File: src/rtl/ptw2_pkg.sv
package ptw2_pkg;
  typedef enum logic [2:0] {
    ST_IDLE  = 3'd0,
    ST_OUTER = 3'd1,
    ST_INNER = 3'd2,
    ST_DONE  = 3'd3,
    ST_FAULT = 3'd4
  } walk_state_e;
endpackage

File: src/rtl/ptw2_addr_gen.sv
// Forms the byte address of the entry to read, at either level.
module ptw2_addr_gen #(
  parameter int VA_W      = 32,
  parameter int PG_SHIFT  = 12,
  parameter int OUT_IDX_W = 10,
  parameter int PTE_SHIFT = 2
) (
  input  logic [VA_W-PG_SHIFT-1:0] root_base,
  input  logic [VA_W-PG_SHIFT-1:0] tbl_base,
  input  logic [VA_W-PG_SHIFT-1:0] vpn,
  input  logic                     sel_inner,
  output logic [VA_W-1:0]          entry_addr
);
  localparam int VPN_W    = VA_W - PG_SHIFT;
  localparam int IN_IDX_W = VPN_W - OUT_IDX_W;

  logic [OUT_IDX_W-1:0] out_idx;
  logic [IN_IDX_W-1:0]  in_idx;
  logic [VPN_W-1:0]     base;
  logic [VA_W-1:0]      idx_off;

  always_comb begin
    out_idx = vpn[VPN_W-1 -: OUT_IDX_W];
    in_idx  = vpn[IN_IDX_W-1:0];
    base    = sel_inner ? tbl_base : root_base;
    if (sel_inner) idx_off = VA_W'(in_idx)  << PTE_SHIFT;
    else           idx_off = VA_W'(out_idx) << PTE_SHIFT;
    entry_addr = {base, {PG_SHIFT{1'b0}}} + idx_off;
  end
endmodule

File: src/rtl/ptw2_walk_ctrl.sv
// Walk sequencing: request intake, ordered reads, response capture, result.
module ptw2_walk_ctrl
  import ptw2_pkg::*;
(
  input  logic clk,
  input  logic rst_n,
  input  logic req_valid,
  output logic req_ready,
  output logic mem_req_valid,
  input  logic mem_req_ready,
  input  logic mem_rsp_valid,
  input  logic entry_ok,
  output logic res_valid,
  input  logic res_ready,
  output logic res_fault,
  output logic cap_req,
  output logic cap_tbl,
  output logic cap_frame,
  output logic sel_inner
);
  walk_state_e st_q, st_d;
  logic pend_q, pend_d;
  logic reading, rsp_take;

  always_comb begin
    reading       = (st_q == ST_OUTER) || (st_q == ST_INNER);
    req_ready     = (st_q == ST_IDLE);
    mem_req_valid = reading && !pend_q;
    sel_inner     = (st_q == ST_INNER);
    res_valid     = (st_q == ST_DONE) || (st_q == ST_FAULT);
    res_fault     = (st_q == ST_FAULT);
    cap_req       = req_valid && req_ready;
    rsp_take      = reading && pend_q && mem_rsp_valid;
    cap_tbl       = rsp_take && (st_q == ST_OUTER) && entry_ok;
    cap_frame     = rsp_take && (st_q == ST_INNER) && entry_ok;
  end

  always_comb begin
    st_d   = st_q;
    pend_d = pend_q;
    unique case (st_q)
      ST_IDLE: if (cap_req) begin
        st_d   = ST_OUTER;
        pend_d = 1'b0;
      end
      ST_OUTER, ST_INNER: begin
        if (mem_req_valid && mem_req_ready) pend_d = 1'b1;
        if (rsp_take) begin
          pend_d = 1'b0;
          if (!entry_ok)           st_d = ST_FAULT;
          else if (st_q == ST_OUTER) st_d = ST_INNER;
          else                     st_d = ST_DONE;
        end
      end
      ST_DONE, ST_FAULT: if (res_ready) st_d = ST_IDLE;
      default: st_d = ST_IDLE;
    endcase
  end

  always_ff @(posedge clk) begin
    if (!rst_n) begin
      st_q   <= ST_IDLE;
      pend_q <= 1'b0;
    end else begin
      st_q   <= st_d;
      pend_q <= pend_d;
    end
  end
endmodule

File: src/rtl/pt_walker2.sv
module pt_walker2 #(
  parameter int VA_W      = 32,
  parameter int PG_SHIFT  = 12,
  parameter int OUT_IDX_W = 10,
  parameter int PTE_SHIFT = 2
) (
  input  logic            clk,
  input  logic            rst_n,
  input  logic            req_valid,
  output logic            req_ready,
  input  logic [VA_W-1:0] req_vaddr,
  input  logic [VA_W-1:0] req_root,
  output logic            mem_req_valid,
  input  logic            mem_req_ready,
  output logic [VA_W-1:0] mem_req_addr,
  input  logic            mem_rsp_valid,
  input  logic [VA_W-1:0] mem_rsp_data,
  output logic            res_valid,
  input  logic            res_ready,
  output logic [VA_W-1:0] res_paddr,
  output logic            res_fault
);
  localparam int BASE_W = VA_W - PG_SHIFT;

  logic [VA_W-1:0]   va_q;
  logic [BASE_W-1:0] root_q, tbl_q, frame_q;
  logic cap_req, cap_tbl, cap_frame, sel_inner;

  ptw2_walk_ctrl u_ctrl (
    .clk           (clk),
    .rst_n         (rst_n),
    .req_valid     (req_valid),
    .req_ready     (req_ready),
    .mem_req_valid (mem_req_valid),
    .mem_req_ready (mem_req_ready),
    .mem_rsp_valid (mem_rsp_valid),
    .entry_ok      (mem_rsp_data[0]),
    .res_valid     (res_valid),
    .res_ready     (res_ready),
    .res_fault     (res_fault),
    .cap_req       (cap_req),
    .cap_tbl       (cap_tbl),
    .cap_frame     (cap_frame),
    .sel_inner     (sel_inner)
  );

  ptw2_addr_gen #(
    .VA_W(VA_W), .PG_SHIFT(PG_SHIFT), .OUT_IDX_W(OUT_IDX_W), .PTE_SHIFT(PTE_SHIFT)
  ) u_agen (
    .root_base  (root_q),
    .tbl_base   (tbl_q),
    .vpn        (va_q[VA_W-1:PG_SHIFT]),
    .sel_inner  (sel_inner),
    .entry_addr (mem_req_addr)
  );

  always_ff @(posedge clk) begin
    if (!rst_n) begin
      va_q    <= '0;
      root_q  <= '0;
      tbl_q   <= '0;
      frame_q <= '0;
    end else begin
      if (cap_req) begin
        va_q   <= req_vaddr;
        root_q <= req_root[VA_W-1:PG_SHIFT];
      end
      if (cap_tbl)   tbl_q   <= mem_rsp_data[VA_W-1:PG_SHIFT];
      if (cap_frame) frame_q <= mem_rsp_data[VA_W-1:PG_SHIFT];
    end
  end

  always_comb begin
    if (res_valid && !res_fault) res_paddr = {frame_q, va_q[PG_SHIFT-1:0]};
    else                         res_paddr = '0;
  end
endmodule

File: config.mk
export PLATFORM = sky130hd
export DESIGN_NAME = pt_walker2
export DESIGN_NICKNAME = d
export VERILOG_FILES = /design/src/rtl/ptw2_pkg.sv /design/src/rtl/ptw2_addr_gen.sv /design/src/rtl/ptw2_walk_ctrl.sv /design/src/rtl/pt_walker2.sv
export SDC_FILE = /design/constraint.sdc
export NUM_CORES = 1
export LEC_CHECK = 0
export BUFFER_PORTS_ARGS = -buffer_cell sky130_fd_sc_hd__buf_2
export CAP_MARGIN = 20
export CORE_MARGIN = 8
export CORE_UTILIZATION = 40
export DETAILED_ROUTE_END_ITERATION = 6
export PLACE_DENSITY = 0.68
export SLEW_MARGIN = 20
export SYNTH_ARGS = -nofsm -noshare
export SYNTH_HDL_FRONTEND = slang
export SYNTH_SLANG_ARGS = --single-unit
File: constraint.sdc
create_clock -name clk -period 1.7 [get_ports clk]
set_input_delay 0.17 -clock clk [delete_from_list [all_inputs] [get_ports clk]]
set_output_delay 0.17 -clock clk [all_outputs]
set_load 0.01 [all_outputs]
==> results of run 1 <==
==> repair_timing <==
action,in CTS,in global routing
gates cloned,6,1
setup endpoints to repair,63,90
resized for setup,113,30
buffers inserted,11,5
pin swaps,7,6
==> logic make-up after synthesis <==
logic type	count (synthesis)
multiplexers	32
AND/OR/NAND/NOR	237
flip-flops	96
buffers and inverters	46
XOR/XNOR	1
AO/OA/AOI/OAI	99
other	1
==> per-layer routing <==
metal	global-route usage [%]	share of wire [%]
met1	20.0	41
met2	30.3	49
met3	6.01	8.0
met4	6.48	2.2
met5	0	0.11
==> path summary, 6_finish.rpt <==
path	start	endpoint	slack (ps)	depth (start not counted)
min reg2reg	va_q[1]	va_q[1]	450	2
max reg2reg	u_ctrl.st_q[0]	u_ctrl.st_q[2]	50	6
min	req_root[13]	root_q[1]	40	3
max	u_ctrl.st_q[2]	mem_req_addr[7]	-150	6
==> final cells by class <==
type	count	share of cell area, %
clock inverter	4	0.850
inverter	1	0.0593
timing repair buffer	184	25.3
clock buffer	12	2.29
tap	140	2.77
multi-input combinational	371	38.3
sequential	96	30.4
==> sequential cells by signal, indices dropped and copies added (netlist names) <==
| register | flops |
|---|---|
| frame_q | 20 |
| root_q | 20 |
| tbl_q | 20 |
| u_ctrl.pend_q | 1 |
| u_ctrl.st_q | 3 |
| va_q | 32 |
==> where the power goes <==
part,switching (mW),total [mW],internal (mW),leakage (nW)
Sequential,0.0493,2.39,2.34,0.783
Combinational,0.402,0.876,0.474,1.84
Clock,0.789,1.51,0.725,0.0928
Total,1.24,4.78,3.54,2.72
==> worst max-delay path: cells and delay by family (launching register included) <==
family	cells	cell delay, ps
mux	1	300
buf+inv	3	390
flops	1	340
simple gates	2	280
==> stage by stage <==
step / power (mW) / setup WS (ps) / hold WS (ps) / utilization [%] / TNS [ps]
floorplan: 2.83 / 236 / 305 / - / 0
global placement: 3.06 / 212 / 409 / 48.6 / 0
detailed placement: 3.08 / 204 / 415 / 48.6 / 0
CTS: 4.81 / -201 / 20.4 / 57.8 / -6130
global route: 5.01 / -219 / 24.6 / 59.2 / -8310
finish: 4.78 / -151 / 42.7 / 59.2 / -4360
==> Yosys cell counts <==
cell / count / area share, %
o21ai_0: 1 / 0.12
nor3b_1: 1 / 0.17
a21o_1: 1 / 0.17
buf_6: 6 / 1.6
nand4b_1: 1 / 0.20
dfxtp_1: 96 / 44
and3_1: 32 / 4.6
and4_1: 1 / 0.20
o31a_1: 1 / 0.20
a41o_1: 1 / 0.23
nor3_1: 2 / 0.23
xnor2_1: 1 / 0.20
conb_1: 1 / 0.086
nor2_1: 1 / 0.086
a31oi_1: 2 / 0.29
nor2_2: 1 / 0.14
a21boi_0: 15 / 2.6
a21boi_1: 77 / 13
mux2_2: 31 / 8.0
inv_1: 1 / 0.086
mux2i_1: 1 / 0.23
nor4b_4: 1 / 0.55
and4b_1: 2 / 0.46
nand3_1: 1 / 0.12
a32o_1: 1 / 0.23
nand4_1: 1 / 0.14
clkbuf_1: 24 / 2.1
nor4b_1: 1 / 0.20
nand2_1: 187 / 16
nand3b_1: 1 / 0.17
and2_1: 2 / 0.29
buf_2: 7 / 0.81
buf_4: 8 / 1.4
nor2b_1: 2 / 0.29
==> metrics.md, run 1 <==
| Metric | Value |
|---|---|
| Die area | `14400 sq um` |
| Remaining DRCs | `0` |
| Worst path max stage delay | `340 ps` |
| Commonest non-fill, non-tap cell in the layout | `nand2_1` |
| Diode count | `0` |
| Worst EP arrival | `1680 ps` |
| FP Rows | `38` |
| Synthesized cell area | `4340 sq um` |
| CP max stage cell | `dfxtp_2` |
| Synth Register Bits | `96` |
| Complex-gate fraction of the synthesized area | `17.2%` |
| Filler Cells Inserted | `961` |
| Critical Path, Cell by Cell | `nor2_2 > and2_4 > buf_12 > clkbuf_16 > mux2_4 > buf_6` |
| Routed wire length | `13100 um` |
| Vias per std cell | `4.97` |
| Layout cells sized above 1 | `38.9%` |
| Cts hold-fix bufs | `0` |
| GRT Resource Usage Total | `17.7%` |
| Critical Path End Type | `output pin` |
| Largest family of logic cells by synthesized area | `simple AND/OR/NAND/NOR gates` |
| Simple-gate share of the synthesized area | `24.1%` |
| Placed cell count | `773` |
| Post-synthesis xor/xnor area fraction | `0.202%` |
| Crit path required time | `1530 ps` |
| MaxCap Viol Count | `0` |
| Post-route ant nets | `0` |
| CP startpoint kind | `register` |
| Clock root buffer master | `clkbuf_8` |
| Synth warn | `0` |
| Placed standard-cell area | `5190 sq um` |
| Avg Cell Area, Syn | `8.47 sq um` |
| TritonCTS clock tree | `yes` |
| Detailed Place HPWL | `8720 um` |
| Final WS setup | `-151 ps` |
| Hold Fails Final Rpt | `0` |
| Failing checks | `negative setup slack` |
| Clk_lat worst skew | `350 ps` |
| Area of the multi-input gates | `2430 sq um` |
| Fmax | `0.540 GHz` |
| Most frequent cells in the layout | `nand2_1, dfxtp_1, buf_2` |
| Storage cell area | `1930 sq um` |
| Final instance area | `6330 sq um` |
| Num CTS Buffers | `9` |
| Clock skew | `7.10 ps` |
| Chip height | `120 um` |
| Vias | `4015` |
| Fin crit period | `1850 ps` |
| Sequential area share after synthesis | `44.3%` |
| Routed length per instance | `16.2 um` |
| Largest net degree at the start of global routing | `44` |
| Initial DRC count | `177` |
| Final setup vio count | `36` |
| Layout net count | `765` |
| DRT Pass-1 Iters | `4` |
| Core area | `10700 sq um` |
| Clock sinks | `96` |
| Synth cell types | `34` |
| Chip Width | `120 um` |
| Final GP Congestion | `0.787` |
| First-pass GRT wire length | `20500 um` |
| Initial core utilization | `40.5%` |
| Top Ports | `170` |
| Maximum vdd drop | `0.460 mV` |
| Status | `finished with violations` |
| H-tree Lvls | `3` |
| Adder-cell share of the synthesized area | `0%` |
| Type of the worst setup path | `register to output pin` |
| Power Dens Cells | `756 nW/um^2` |
| IO Port Bufs | `144` |
| Clk slew on worst S/H paths | `90 ps` |
| Initial antenna violation count | `1` |
| Area Overhead vs Synth | `45.9%` |
| Pleak | `2.72 nW` |
| Worst min-delay path category | `input port to register` |
| Crit path max fanout | `4` |
| Max clock buf depth | `2` |
| RSZ-0062 raised after global routing | `yes` |
| Multiplexer share of the synthesized area | `8.28%` |
| Number of global-route vias before repair | `4097` |
| Post-Synthesis Cells | `512` |
| Final cell count without fillers | `808` |
| Max-slew violation count | `0` |
| Fin crit share | `109%` |
| Overflow after GRT | `0` |
Power figures use the tool's default switching activity.
==> run 2: changes to the inputs <==
Settings changed: PLACE_DENSITY 0.68 to 0.67, SYNTH_HIERARCHICAL from default to 1.
==> run 2 against run 1 <==
  * The run still ends with negative setup slack left
  * Wire length fell by 15%
  * Clock power rose by 36%
  * Setup slack got worse by 65 ps
  * Critical path type unchanged
  * Non-clock buffer count fell by 14
  * Largest power group unchanged
  * Power rose by 5.5%
  * Critical path depth rose by 1
  * Combinational power fell by 30%
  * Flip-flop and latch count did not move
  * First-iteration DRC count fell by 37%
==> metrics.md, run 2 <==
| Metric | Value |
|---|---|
| Most frequent cells in the layout | `buf_2, dfxtp_1, nor2b_1 (was nand2_1, dfxtp_1, buf_2)` |
| Placed standard-cell area | `5450 sq um (was 5190 sq um)` |
| TNS Setup | `-10820 ps (was -4360 ps)` |
| Clk slew on worst S/H paths | `70 ps (was 90 ps)` |
| Hold Fails Final Rpt | `0 (unchanged)` |
| Int Pwr | `3.90 mW (was 3.54 mW)` |
| Largest net degree at the start of global routing | `99 (was 44)` |
| MaxCap Viol Count | `0 (unchanged)` |
| Cts hold-fix bufs | `0 (unchanged)` |
| Worst R2R Start | `u_ctrl/st_q[2] (was u_ctrl.st_q[0])` |
| IO Port Bufs | `144 (unchanged)` |
| Top post-synthesis cells by area | `dfxtp_1, mux2i_1, nor2b_1, mux2_4, and2_1 (was dfxtp_1, nand2_1, a21boi_1, mux2_2, and3_1)` |
| Worst Hold Launch | `req_vaddr[3] (was req_root[13])` |
| Vias | `3262 (was 4015)` |
| Initial antenna violation count | `1 (unchanged)` |
| Post-Synthesis Cells | `405 (was 512)` |
| Die area | `15000 sq um (was 14400 sq um)` |
| Failing checks | `negative setup slack (unchanged)` |
| H-tree Lvls | `3 (unchanged)` |
| Logic pwr share | `12.2% (was 18.3%)` |
| Routed length per instance | `15.7 um (was 16.2 um)` |
| Commonest non-fill, non-tap cell in the layout | `buf_2 (was nand2_1)` |
| Overflow after GRT | `0 (unchanged)` |
| Worst reg2reg path depth | `6 (unchanged)` |
| Fin crit share | `113% (was 109%)` |
| Post-route ant nets | `0 (unchanged)` |
| Routed wire length | `11100 um (was 13100 um)` |
| Seq pwr share | `47.1% (was 50.0%)` |
| Detailed Place HPWL | `7700 um (was 8720 um)` |
| Final instance area | `6130 sq um (was 6330 sq um)` |
| TritonCTS clock tree | `yes (unchanged)` |
| Num CTS Buffers | `9 (unchanged)` |
| DRT Pass-1 Iters | `4 (unchanged)` |
| Area of the multi-input gates | `2490 sq um (was 2430 sq um)` |
| Synth Register Bits | `96 (unchanged)` |
| Area Overhead vs Synth | `34.8% (was 45.9%)` |
| Clock root buffer master | `clkbuf_16 (was clkbuf_8)` |
| Final GP Congestion | `0.825 (was 0.787)` |
| Fin crit period | `1920 ps (was 1850 ps)` |
| Asr flop ratio synth | `0% (unchanged)` |
| Ys flop type | `dfxtp_1 (unchanged)` |
| Clk_lat worst skew | `330 ps (was 350 ps)` |
| Clock power frac | `40.7% (was 31.7%)` |
| Core area | `11300 sq um (was 10700 sq um)` |
| Fmax | `0.522 GHz (was 0.540 GHz)` |
| Chip Width | `123 um (was 120 um)` |
| Layout cells sized above 1 | `45.0% (was 38.9%)` |
| Final setup vio count | `62 (was 36)` |
| Share of the synthesized area in the top cell type | `42.3% (was 44.3%)` |
| Pre-CTS WS | `17.7 ps (was 204 ps)` |
| Final WS setup | `-215 ps (was -151 ps)` |
| Post-synth top cells | `dfxtp_1, nor2b_1, mux2i_1 (was nand2_1, dfxtp_1, a21boi_1)` |
| Sequential area share after synthesis | `42.3% (was 44.3%)` |
| Avg Cell Area, Syn | `11.2 sq um (was 8.47 sq um)` |
| Layout net count | `659 (was 765)` |
| CP startpoint kind | `register (unchanged)` |
| RSZ-0062 raised after global routing | `yes (unchanged)` |
| FP Rows | `39 (was 38)` |
| Max clock buf depth | `2 (unchanged)` |
| Chip height | `123 um (was 120 um)` |
| Initial DRC count | `111 (was 177)` |
| Type of the worst setup path | `register to output pin (unchanged)` |
| Clock sinks | `96 (unchanged)` |
| Clock skew | `5.54 ps (was 7.10 ps)` |
| WHS | `96.6 ps (was 42.7 ps)` |
| Most numerous cell in the Yosys netlist | `dfxtp_1 (was nand2_1)` |
| Status | `finished with violations (unchanged)` |
| Max-slew violation count | `0 (unchanged)` |
| Crit path max fanout | `8 (was 4)` |
| Sw frac | `22.6% (was 25.9%)` |
| Critical Path End Type | `output pin (unchanged)` |
| Filler Cells Inserted | `1010 (was 961)` |
| Area leader, netlist | `dfxtp_1 (unchanged)` |
| Maximum vdd drop | `0.428 mV (was 0.460 mV)` |
| Remaining DRCs | `0 (unchanged)` |
| Crit path required time | `1530 ps (about the same)` |
| Most flops, register | `va_q (unchanged)` |
| Worst min-delay path category | `input port to register (unchanged)` |
| Power Dens Cells | `823 nW/um^2 (was 756 nW/um^2)` |
| Number of global-route vias before repair | `3495 (was 4097)` |
| Critical Path Source | `u_ctrl/st_q[2] (was u_ctrl.st_q[2])` |
| Storage cell area | `1930 sq um (about the same)` |
| Synth cell types | `36 (was 34)` |
| Hold Path Cell Cnt | `3 (unchanged)` |
| Initial core utilization | `40.3% (was 40.5%)` |
| Pleak | `2.59 nW (was 2.72 nW)` |
| GRT Resource Usage Total | `14.4% (was 17.7%)` |
| Number of flops mapped to enable cells by yosys | `0 (unchanged)` |
| Vias per std cell | `4.62 (was 4.97)` |
| Synth warn | `6 (was 0)` |
| Synthesized cell area | `4550 sq um (was 4340 sq um)` |
| Placed cell count | `680 (was 773)` |
| Final cell count without fillers | `706 (was 808)` |
| Top Ports | `170 (unchanged)` |
| Power Total | `5.04 mW (was 4.78 mW)` |
| First-pass GRT wire length | `17100 um (was 20500 um)` |
| Largest register FFs | `32 (unchanged)` |
| Sw Pwr | `1.14 mW (was 1.24 mW)` |
| Final Util | `54.4% (was 59.2%)` |
| Worst EP arrival | `1750 ps (was 1680 ps)` |
==> run 2: logic make-up after synthesis <==
group,share of synthesized area (%)
AND/OR/NAND/NOR,20.1
multiplexers,30.7
flip-flops,42.3
buffers and inverters,5.28
AO/OA/AOI/OAI,1.21
XOR/XNOR,0.358
other,0.0825
==> run 2: worst paths after layout <==
path                       end  slack [ps]
hold reg to reg     frame_q[2]         510
hold / removal         va_q[3]         100
setup reg to reg      va_q[17]         120
setup / recovery  res_paddr[0]        -220
==> run 2: power by group through the flow <==
stage	clock network (mW)	registers [mW]	logic (mW)
floorplan	0	2.42	0.395
global placement	0	2.42	0.582
detailed placement	0	2.43	0.592
CTS	2.12	2.38	0.600
global route	2.22	2.38	0.668
finish	2.05	2.38	0.614
==> run 2: area by class of cell <==
| cell class | instances | share of cell area [%] |
|---|---|---|
| timing repair buffer | 170 | 19.8 |
| tap | 143 | 2.92 |
| antenna | 1 | 0.0408 |
| clock buffer | 12 | 4.18 |
| inverter | 1 | 0.0612 |
| sequential | 96 | 31.5 |
| multi-input combinational | 279 | 40.6 |
| clock inverter | 4 | 0.857 |
==> run 2: per-layer routing <==
metal	wire, um	GRT usage (%)	vias to the layer above	part of all wire (%)
met5	0	0	-	0
met4	131	5.26	0	1.2
met3	710	4.23	12	6.4
met2	5460	24.2	91	49
met1	4800	17.1	1504	43
li1	-	-	1655	-
==> run 2: worst max-delay path, stage by stage, from the launching register on <==
cell	delay (ps)
dfxtp_4	380
nor3b_4	200
a21o_1	130
nor2b_4	210
buf_12	140
buf_16	120
and2_4	140
buf_6	90
==> run 2: what timing repair did <==
item,4_1_cts,5_1_grt
cloned,2,1
pin swaps,9,9
buffers inserted,4,2
gates resized for setup,30,29
endpoints found under the setup margin,63,69
